===== src/rtl/prio_classq_pkg.sv =====
// Shared types for the two-class priority classifier.
// Assumes IPv4 addressing and 16-bit UDP ports; field-select bit positions are fixed.
package prio_classq_pkg;
    localparam int ADDR_W = 32;
    localparam int TOS_W  = 8;
    localparam int PORT_W = 16;
    localparam int USE_W  = 3;

    localparam int F_ADDR = 0;
    localparam int F_TOS  = 1;
    localparam int F_PORT = 2;

    localparam int Q_LO = 0;
    localparam int Q_HI = 1;
    localparam int NQ   = 2;

    typedef struct packed {
        logic [ADDR_W-1:0] addr;
        logic [TOS_W-1:0]  tos;
        logic [PORT_W-1:0] port;
        logic [USE_W-1:0]  use_f;
    } rule_t;
endpackage


===== src/rtl/prio_rule_table.sv =====
// Rule storage and match logic: NRULE registered rules, each compared in
// parallel against the current packet fields; hit is the OR of all matches.
// Assumes writes and lookups share one clock; a write is seen from the next cycle.
module prio_rule_table
    import prio_classq_pkg::*;
#(
    parameter int NRULE = 4
) (
    input  logic                     clk,
    input  logic                     rst_n,
    input  logic                     wr_en,
    input  logic [$clog2(NRULE)-1:0] wr_idx,
    input  rule_t                    wr_rule,
    input  logic [ADDR_W-1:0]        pkt_addr,
    input  logic [TOS_W-1:0]         pkt_tos,
    input  logic                     pkt_udp,
    input  logic [PORT_W-1:0]        pkt_port,
    output logic                     hit
);
    localparam int IW = $clog2(NRULE);

    logic [NRULE-1:0] match;

    for (genvar i = 0; i < NRULE; i++) begin : g_rule
        rule_t r;
        logic  ok_addr, ok_tos, ok_port;

        // Hold one rule; cleared on reset so it cannot match.
        always_ff @(posedge clk) begin
            if (!rst_n)
                r <= '0;
            else if (wr_en && wr_idx == IW'(i))
                r <= wr_rule;
        end

        // Compare each selected field; an unselected field always passes.
        always_comb begin
            ok_addr  = !r.use_f[F_ADDR] || (r.addr == pkt_addr);
            ok_tos   = !r.use_f[F_TOS]  || (r.tos  == pkt_tos);
            ok_port  = !r.use_f[F_PORT] || (pkt_udp && (r.port == pkt_port));
            match[i] = (r.use_f != '0) && ok_addr && ok_tos && ok_port;
        end

        // a port-selecting rule only fires on UDP packets.
        p_port_needs_udp_r3: assert property (@(posedge clk) disable iff (!rst_n)
            (match[i] && r.use_f[F_PORT]) |-> pkt_udp);
    end

    assign hit = |match;
endmodule


===== src/rtl/prio_fifo.sv =====
// Descriptor FIFO of DEPTH entries with full and empty flags.
// Assumes the caller never pushes when full nor pops when empty;
// flags come from a registered count, so a pop does not free space in the same cycle.
module prio_fifo #(
    parameter int DW    = 16,
    parameter int DEPTH = 4
) (
    input  logic          clk,
    input  logic          rst_n,
    input  logic          push,
    input  logic [DW-1:0] din,
    input  logic          pop,
    output logic [DW-1:0] dout,
    output logic          full,
    output logic          empty
);
    localparam int AW = (DEPTH > 1) ? $clog2(DEPTH) : 1;
    localparam int CW = AW + 1;

    logic [DW-1:0] mem [DEPTH];
    logic [AW-1:0] wp, rp;
    logic [CW-1:0] cnt;

    function automatic logic [AW-1:0] nxt(input logic [AW-1:0] p);
        return (p == AW'(DEPTH - 1)) ? '0 : p + 1'b1;
    endfunction

    // Store the pushed descriptor at the write pointer.
    always_ff @(posedge clk) begin
        if (push)
            mem[wp] <= din;
    end

    // Advance pointers and occupancy.
    always_ff @(posedge clk) begin
        if (!rst_n) begin
            wp  <= '0;
            rp  <= '0;
            cnt <= '0;
        end else begin
            if (push) wp <= nxt(wp);
            if (pop)  rp <= nxt(rp);
            cnt <= cnt + CW'(push) - CW'(pop);
        end
    end

    assign dout  = mem[rp];
    assign full  = (cnt == CW'(DEPTH));
    assign empty = (cnt == '0);

    // nothing is written into a full queue.
    p_no_overflow_r8: assert property (@(posedge clk) disable iff (!rst_n)
        push |-> !full);
    // nothing is read from an empty queue.
    p_no_underflow_r7: assert property (@(posedge clk) disable iff (!rst_n)
        pop |-> !empty);
endmodule


===== src/rtl/prio_classq.sv =====
// Two-class priority classifier and strict-priority queue scheduler.
// Classifies each accepted descriptor in one registered stage, files it into a
// high or low FIFO and always serves the high FIFO first.
// Assumes the input follows valid/ready: fields stay stable while in_valid waits.
module prio_classq
    import prio_classq_pkg::*;
#(
    parameter int NRULE = 4,
    parameter int DEPTH = 4,
    parameter int DW    = 16
) (
    input  logic                     clk,
    input  logic                     rst_n,
    input  logic                     cfg_we,
    input  logic [$clog2(NRULE)-1:0] cfg_idx,
    input  logic [31:0]              cfg_addr,
    input  logic [7:0]               cfg_tos,
    input  logic [15:0]              cfg_port,
    input  logic [2:0]               cfg_use,
    input  logic                     in_valid,
    output logic                     in_ready,
    input  logic [DW-1:0]            in_desc,
    input  logic [31:0]              in_addr,
    input  logic [7:0]               in_tos,
    input  logic                     in_udp,
    input  logic [15:0]              in_port,
    input  logic                     in_cls_en,
    output logic                     out_valid,
    input  logic                     out_ready,
    output logic [DW-1:0]            out_desc,
    output logic                     out_high
);
    rule_t   wr_rule;
    logic    hit, pkt_hi, accept;
    logic    stg_vld, stg_hi, stg_push;
    logic [DW-1:0] stg_desc;

    logic [NQ-1:0] q_push, q_pop, q_full, q_empty;
    logic [DW-1:0] q_dout [NQ];

    // Pack the configuration port into one rule word.
    always_comb begin
        wr_rule.addr  = cfg_addr;
        wr_rule.tos   = cfg_tos;
        wr_rule.port  = cfg_port;
        wr_rule.use_f = cfg_use;
    end

    prio_rule_table #(.NRULE(NRULE)) u_table (
        .clk      (clk),
        .rst_n    (rst_n),
        .wr_en    (cfg_we),
        .wr_idx   (cfg_idx),
        .wr_rule  (wr_rule),
        .pkt_addr (in_addr),
        .pkt_tos  (in_tos),
        .pkt_udp  (in_udp),
        .pkt_port (in_port),
        .hit      (hit)
    );

    assign pkt_hi   = hit && in_cls_en;
    assign stg_push = |q_push;
    assign in_ready = !stg_vld || stg_push;
    assign accept   = in_valid && in_ready;

    // Classification stage: capture the descriptor with its class, release on push.
    always_ff @(posedge clk) begin
        if (!rst_n) begin
            stg_vld  <= 1'b0;
            stg_hi   <= 1'b0;
            stg_desc <= '0;
        end else if (accept) begin
            stg_vld  <= 1'b1;
            stg_hi   <= pkt_hi;
            stg_desc <= in_desc;
        end else if (stg_push) begin
            stg_vld  <= 1'b0;
        end
    end

    for (genvar c = 0; c < NQ; c++) begin : g_q
        // Push into the queue named by the stage; pop high first, low only when high is empty.
        assign q_push[c] = stg_vld && (stg_hi == (c == Q_HI)) && !q_full[c];
        assign q_pop[c]  = out_ready && !q_empty[c] && ((c == Q_HI) || q_empty[Q_HI]);

        prio_fifo #(.DW(DW), .DEPTH(DEPTH)) u_fifo (
            .clk   (clk),
            .rst_n (rst_n),
            .push  (q_push[c]),
            .din   (stg_desc),
            .pop   (q_pop[c]),
            .dout  (q_dout[c]),
            .full  (q_full[c]),
            .empty (q_empty[c])
        );
    end

    assign out_valid = !(&q_empty);
    assign out_high  = !q_empty[Q_HI];
    assign out_desc  = out_high ? q_dout[Q_HI] : q_dout[Q_LO];

    // a stalled stage keeps its descriptor unchanged.
    p_stage_hold_r8: assert property (@(posedge clk) disable iff (!rst_n)
        (stg_vld && !stg_push) |=> (stg_vld && $stable(stg_desc) && $stable(stg_hi)));
    // packets from ports without classification are always low.
    p_low_when_off_r4: assert property (@(posedge clk) disable iff (!rst_n)
        (accept && !in_cls_en) |=> !stg_hi);
    // an offered descriptor is not withdrawn before it is taken.
    p_valid_held_r6: assert property (@(posedge clk) disable iff (!rst_n)
        (out_valid && !out_ready) |=> out_valid);
    // a waiting high descriptor keeps the output on the high queue.
    p_hi_wait_r6: assert property (@(posedge clk) disable iff (!rst_n)
        (out_high && !out_ready) |=> out_high);
endmodule


===== config.mk =====
export PLATFORM = sky130hd
export DESIGN_NAME = prio_classq
export DESIGN_NICKNAME = d
export VERILOG_FILES = /design/src/rtl/prio_classq_pkg.sv /design/src/rtl/prio_rule_table.sv /design/src/rtl/prio_fifo.sv /design/src/rtl/prio_classq.sv
export SDC_FILE = /design/constraint.sdc
export NUM_CORES = 1
export LEC_CHECK = 0
export CELL_PAD_IN_SITES_DETAIL_PLACEMENT = 0
export CELL_PAD_IN_SITES_GLOBAL_PLACEMENT = 2
export CORE_ASPECT_RATIO = 0.8
export CORE_MARGIN = 2
export CORE_UTILIZATION = 40
export DETAILED_ROUTE_END_ITERATION = 7
export GPL_TIMING_DRIVEN = 0
export PLACE_DENSITY = 0.89
export SLEW_MARGIN = 20
export SYNTH_ARGS = -nofsm -noshare
export SYNTH_HDL_FRONTEND = slang
export SYNTH_SLANG_ARGS = --single-unit

===== constraint.sdc =====
create_clock -name clk -period 5.4 [get_ports clk]
set_input_delay 0.81 -clock clk [delete_from_list [all_inputs] [get_ports clk]]
set_output_delay 0.81 -clock clk [all_outputs]
set_load 0.03 [all_outputs]

==> flow_summary.ini, run 1 <==
[final_layout]
fin_cells = 2569
drive_above_1_share_pct = 8.05
n_antenna_cell = 0
final_common_cell = nand2_1
most-common-layout-cells = nand2_1 (555), dfxtp_1 (272), a21boi_0 (238)
layout.nets = 2099
fillCellCount = 3970
syn_to_final_growth_pct = 20.3

[sta]
fin_worst_skew_ps = 21.5
setup_tns_ps = 0
setup_viol = 0
period_share_pct = 71.2
min_period_ps = 3840
drv_slew = 0
rsz0062_at_grt = false
worst_slew_pin_slew_ps = 855
setup_ws_ps = 1560
hold_viol = 0
max-slew-margin-rel_pct = 43.0
holdWs_ps = 470
fmax_mhz = 260

[setup_path]
crit_arrival_ps = 3030
slowest_stage = nor3_2
cp-end-kind = output port
worstPathRequired_ps = 4590
path_cells = nor3_2 > clkbuf_1 > nand2_1 > nand2_1 > clkdlybuf4s50_1
crit_type = flip-flop to output port
cp_max_fo = 10
worst_path_largest_cell_delay_ps = 680
reg2regPathDepth = 12
startpoint_type = flip-flop
cp_common_cell = nand2_1

[clock_network]
post_cts_buffers = 0
cts_tree = done
htreeDepth = 2
cts_buffers = 42
cts-root-buf = clkbuf_16
clk_latency_ps = 570
cts_buffer_depth = 3
cts.clk_slew.worst_paths_ps = 60
cts.sinks = 400
cts.repair.resized = 0
ctsHoldBuffers = 0

[pwr]
p_leak_uw = 0.00766
seqPwrFrac_pct = 42.2
p_sw_uw = 2310
p_clk_share_pct = 36.9
comb_power_share_pct = 21.0
peakVddDrop_mv = 0.223
internal_power_uw = 5620
pwr_density_cell_nw_per_um2 = 372
power_uw = 7940
p_sw_share_pct = 29.1

[detailed_routing]
wl_per_cell_um = 20.4
vias = 13080
antenna_left = 0
finalWirelength_mm = 52.4
dr.pass1.iters = 5
drc = 0
avgViaCountPerCell = 5.09
drt_iter0_markers = 1038

[synthesis]
synthTopCellsByArea = dfxtp_1 (31%), edfxtp_1 (22%), nand2_1 (12%)
synth.distinct_cells = 51
synth_flop_cell = dfxtp_1
synthCells = 1752
yosysWarnings = 0
ys_seq_area_share_pct = 52.4
synth-async-reset-ratio_pct = 0
syn-num-nets = 1908
synth_seq_cells = 400
synth_edf_count = 128
syn_area_per_cell_um2 = 10.1
synth_top_cell_area_share_pct = 30.7
synth_largest_area_cell = dfxtp_1
synthesis.area_um2 = 17700

[place]
dp_slack_ps = 2110
port_buffers = 147
gp_congestion = 0.878
dp_cells = 2494
dp_hpwl_mm = 38.7

[hold_path]
holdPathStages = 2
hold_path_class = flip-flop to flip-flop

[global_route]
grt_pass1_wl_mm = 78.0
antenna_found_initial = 0
grt_pass1_vias = 12740
gr-usage-all-layers_pct = 22.8
overflow = 0
grt_max_degree = 17

[run_status]
outcome = finished clean

[floorplan]
die-height_um = 192
ioPinCount = 159
start_util_pct = 40.8
core_um2 = 43500
die_area_um2 = 46100
row_count = 68
die_x_um = 239

[run]
cap_violations = 0
## worst max-delay path: cells and delay by family, from the launching register on
family,cells,cell delay (ps)
buf+inv,2,1150
flops,1,370
simple gates,3,950
## worst paths after layout
kind	endpoint	slack [ps]	start
max reg2reg	g_q[1].u_fifo.cnt[2]	2350	g_q[1].u_fifo.cnt[1]
min	u_table.g_rule[1].r[48]	470	u_table.g_rule[1].r[48]
max	out_desc[10]	1560	g_q[1].u_fifo.cnt[1]
min reg2reg	u_table.g_rule[1].r[48]	470	u_table.g_rule[1].r[48]
## per-stage QoR
step | cell area (um^2) | utilization, %
after detailed placement | 20000 | 45.9
after floorplan | 17700 | -
after global placement | 20000 | 45.9
final | 21300 | 49.1
after CTS | 21300 | 49.1
after global routing | 21300 | 49.1
## sequential cells by signal, summed over array words and instances, names as in the netlist, named ones only
| signal | count |
|---|---|
| g_q.u_fifo.wp | 4 |
| g_q.u_fifo.cnt | 6 |
| g_q.u_fifo.mem | 128 |
| stg_desc | 16 |
| g_q.u_fifo.rp | 4 |
| stg_vld | 1 |
| u_table.g_rule.r | 236 |
| stg_hi | 1 |
## cell type report
cell class                      count  area, um^2  share of cell area, %
Buffer                            105         473                   2.22
Clock buffer                       59        1180                   5.55
Clock inverter                     16         198                  0.926
Inverter                           13        48.8                  0.229
Multi-Input combinational cell   1234        7930                   37.2
Sequential cell                   400        9290                   43.5
Tap cell                          595         744                   3.49
Timing Repair Buffer              147        1470                   6.89
## power by group through the flow
stage                     sequential (uW)  clock (uW)  combinational (uW)
final                                3350        2930                1660
after floorplan                      3380           0                1000
after CTS                            3350        2970                1670
after global placement               3400           0                1660
after global routing                 3360        3090                1800
after detailed placement             3410           0                1670
## kinds of logic after synthesis
group	share of synthesized area (%)
flops	52.4
xor+xnor	11.3
compound gates	11.8
simple gates	16.2
mux	4.29
fa+ha+maj	1.21
buf+inv	2.94
## synthesized netlist by cell type, drive strengths merged (6+ instances only)
cell type	n
xnor2	65
o21ai	10
and3	6
clkbuf	80
edfxtp	128
inv	13
buf	24
nand4	25
ha	14
nor2b	7
xor2	163
nor4	40
nand3	7
mux4	32
nor2	6
nand2	562
and2	10
a21boi	255
a21oi	6
dfxtp	272
nor3	7
## metal layers
layer  wire length (um)  up-vias  global-route usage [%]
met5                  0        -                       0
met4               1020        0                    5.94
met3               3360       76                    3.86
met2              22500      401                    34.4
met1              25500     6320                    33.7
li1                   -     6283                       -
No activity file was read; power rests on OpenSTA's default activity.
==> run 2, diff against run 1 <==
--- a/config.mk
+++ b/config.mk
@@ -9,10 +9,10 @@
 export CELL_PAD_IN_SITES_GLOBAL_PLACEMENT = 2
 export CORE_ASPECT_RATIO = 0.8
 export CORE_MARGIN = 2
-export CORE_UTILIZATION = 40
+export CORE_UTILIZATION = 37
 export DETAILED_ROUTE_END_ITERATION = 7
 export GPL_TIMING_DRIVEN = 0
-export PLACE_DENSITY = 0.89
+export PLACE_DENSITY = 0.84
 export SLEW_MARGIN = 20
 export SYNTH_ARGS = -nofsm -noshare
 export SYNTH_HDL_FRONTEND = slang
==> constraint.sdc (replaced) <==
create_clock -name clk -period 3.6 [get_ports clk]
set_input_delay 0.54 -clock clk [delete_from_list [all_inputs] [get_ports clk]]
set_output_delay 0.54 -clock clk [all_outputs]
set_load 0.03 [all_outputs]
==> run 2 against run 1 <==
Compared with the run above: non-clock buffer count unchanged; utilization shrank 3.5 points; final cell count up 1.2%; register-to-register slack got worse by 1600 ps; final area grew 0.66%; via count shrank 1.1%; setup slack worse by 1300 ps; first-iteration DRC count fell by 7.6%; total power up 52%; largest power group unchanged; highest routed layer unchanged.
==> flow_summary.ini, run 2 (synthesis results as in run 1) <==
[run_status]
outcome = finished clean

[setup_path]
slowest_stage = clkdlybuf4s50_1
cp_common_cell = nand2_1
crit_type = flip-flop to output port
crit_arrival_ps = 2840
startpoint_type = flip-flop
cp-end-kind = output port
worstPathRequired_ps = 3060
worst_path_largest_cell_delay_ps = 660
r2r_slack_ps = 780
path_cells = nor3_4 > clkbuf_1 > nand2_1 > nand2_1 > clkdlybuf4s50_1
cp_max_fo = 10

[floorplan]
die_area_um2 = 49700
start_util_pct = 37.6
die-height_um = 200
core_um2 = 47200
row_count = 71
die_x_um = 249
ioPinCount = 159

[final_layout]
syn_to_final_growth_pct = 21.1
final_common_cell = nand2_1
largest-register = u_table.g_rule.r
fillCellCount = 4382
fin_util_pct = 45.5
most-common-layout-cells = nand2_1 (555), dfxtp_1 (272), a21boi_0 (238)
reg_top3 = u_table.g_rule.r: 236 flops, g_q.u_fifo.mem: 128 flops, stg_desc: 16 flops
drive_above_1_share_pct = 8.29
final_area_um2 = 21500
layout.nets = 2100
largest_reg_flops = 236

[global_route]
use_met2_pct = 32.9
grt_pass1_vias = 12712
gr-usage-all-layers_pct = 21.4
overflow = 0
grt.busiest_layer = met2
grt_max_degree = 17
use_met1_pct = 31.2
grt_pass1_wl_mm = 79.3
use_met3_pct = 3.42
antenna_found_initial = 0

[clock_network]
htreeDepth = 2
cts_tree = done
cts-root-buf = clkbuf_16
clk_latency_ps = 590
ctsHoldBuffers = 0
cts.sinks = 400
cts_buffers = 43
cts.clk_slew.worst_paths_ps = 60
cts_buffer_depth = 3

[detailed_routing]
wl_per_cell_um = 20.3
finalWirelength_mm = 52.9
vias = 12934
drc = 0
dr.pass1.iters = 5
antenna_left = 0
drt_iter0_markers = 959
avgViaCountPerCell = 4.97

[run]
cap_violations = 0

[pwr]
p_leak_uw = 0.00770
power_uw = 12100
pwr_density_cell_nw_per_um2 = 563
peakVddDrop_mv = 0.304

[place]
port_buffers = 147
placed_area_um2 = 20000
dp_hpwl_mm = 39.4
gp_congestion = 0.872

[sta]
min_period_ps = 3380
rsz0062_at_grt = false
drv_slew = 0
fmax_mhz = 296
setup_tns_ps = 0
max-slew-margin-rel_pct = 40.2
setup_viol = 0
worst_slew_pin_slew_ps = 897
hold_viol = 0
period_share_pct = 94.0
fin_worst_skew_ps = 18.5

[hold_path]
hold_path_class = flip-flop to flip-flop
[run 2: changes by cell type in the layout (fill, tap and decap cells not counted), moves of 2 or more]
cell | before | now
clkinv_16 | 0 | 2
clkbuf_2 | 8 | 10
clkbuf_8 | 8 | 11
clkbuf_4 | 0 | 2
clkinv_2 | 5 | 3
buf_2 | 21 | 19
[run 2: layout make-up]
class / count / area [um^2] / share of cell area, %
Antenna cell: 1 / 2.50 / 0.0116
Buffer: 105 / 480 / 2.24
Clock buffer: 65 / 1260 / 5.86
Clock inverter: 15 / 218 / 1.01
Inverter: 13 / 48.8 / 0.227
Multi-Input combinational cell: 1234 / 7940 / 37.0
Sequential cell: 400 / 9290 / 43.2
Tap cell: 620 / 776 / 3.61
Timing Repair Buffer: 147 / 1470 / 6.85
[run 2: what timing repair did]
item,CTS,global route
gates resized for setup,2,4
buffers inserted,0,0
endpoints found under the setup margin,10,10
gates cloned,0,0
[run 2: worst max-delay path, delay by kind of cell, from the launching register on]
| kind | cells | cell delay (ps) |
|---|---|---|
| buffers and inverters | 2 | 1120 |
| AND/OR/NAND/NOR | 3 | 750 |
| flip-flops | 1 | 380 |
[run 2: report_power, final]
group / switching (uW) / total, uW / leakage, uW / internal [uW]
sequential: 161 / 5030 / 0.00340 / 4870
clock: 1900 / 4560 / 0.000712 / 2660
combinational: 1460 / 2500 / 0.00359 / 1040
total: 3520 / 12100 / 0.00770 / 8570
[run 2: stage by stage]
stage,hold slack [ps],setup WS (ps),std cells
after floorplan,447,1110,1752
after global placement,454,516,2519
after detailed placement,461,518,2519
after CTS,461,10.3,2599
after global routing,486,0.720,2599
final,470,216,2600
[run 2: worst paths after layout]
check | start | endpoint | depth (start not counted)
worst min register to register | u_table.g_rule[0].r[12] | u_table.g_rule[0].r[12] | 2
worst max-delay path | g_q[1].u_fifo.cnt[1] | out_desc[12] | 5
worst min-delay path | u_table.g_rule[0].r[12] | u_table.g_rule[0].r[12] | 2
worst max register to register | g_q[1].u_fifo.cnt[1] | g_q[1].u_fifo.cnt[2] | 12
[run 2: metal layers]
layer | vias to the layer above | wire, um
li1 | 6272 | -
met1 | 6237 | 25700
met2 | 364 | 22900
met3 | 61 | 3250
met4 | 0 | 1030
met5 | - | 0
==> run 3, diff against run 2 <==
--- a/config.mk
+++ b/config.mk
@@ -13,7 +13,6 @@
 export DETAILED_ROUTE_END_ITERATION = 7
 export GPL_TIMING_DRIVEN = 0
 export PLACE_DENSITY = 0.84
-export SLEW_MARGIN = 20
 export SYNTH_ARGS = -nofsm -noshare
 export SYNTH_HDL_FRONTEND = slang
 export SYNTH_SLANG_ARGS = --single-unit
==> results of run 3 <==
No change in the layout: final DEF, timing and power equal those of run 2.
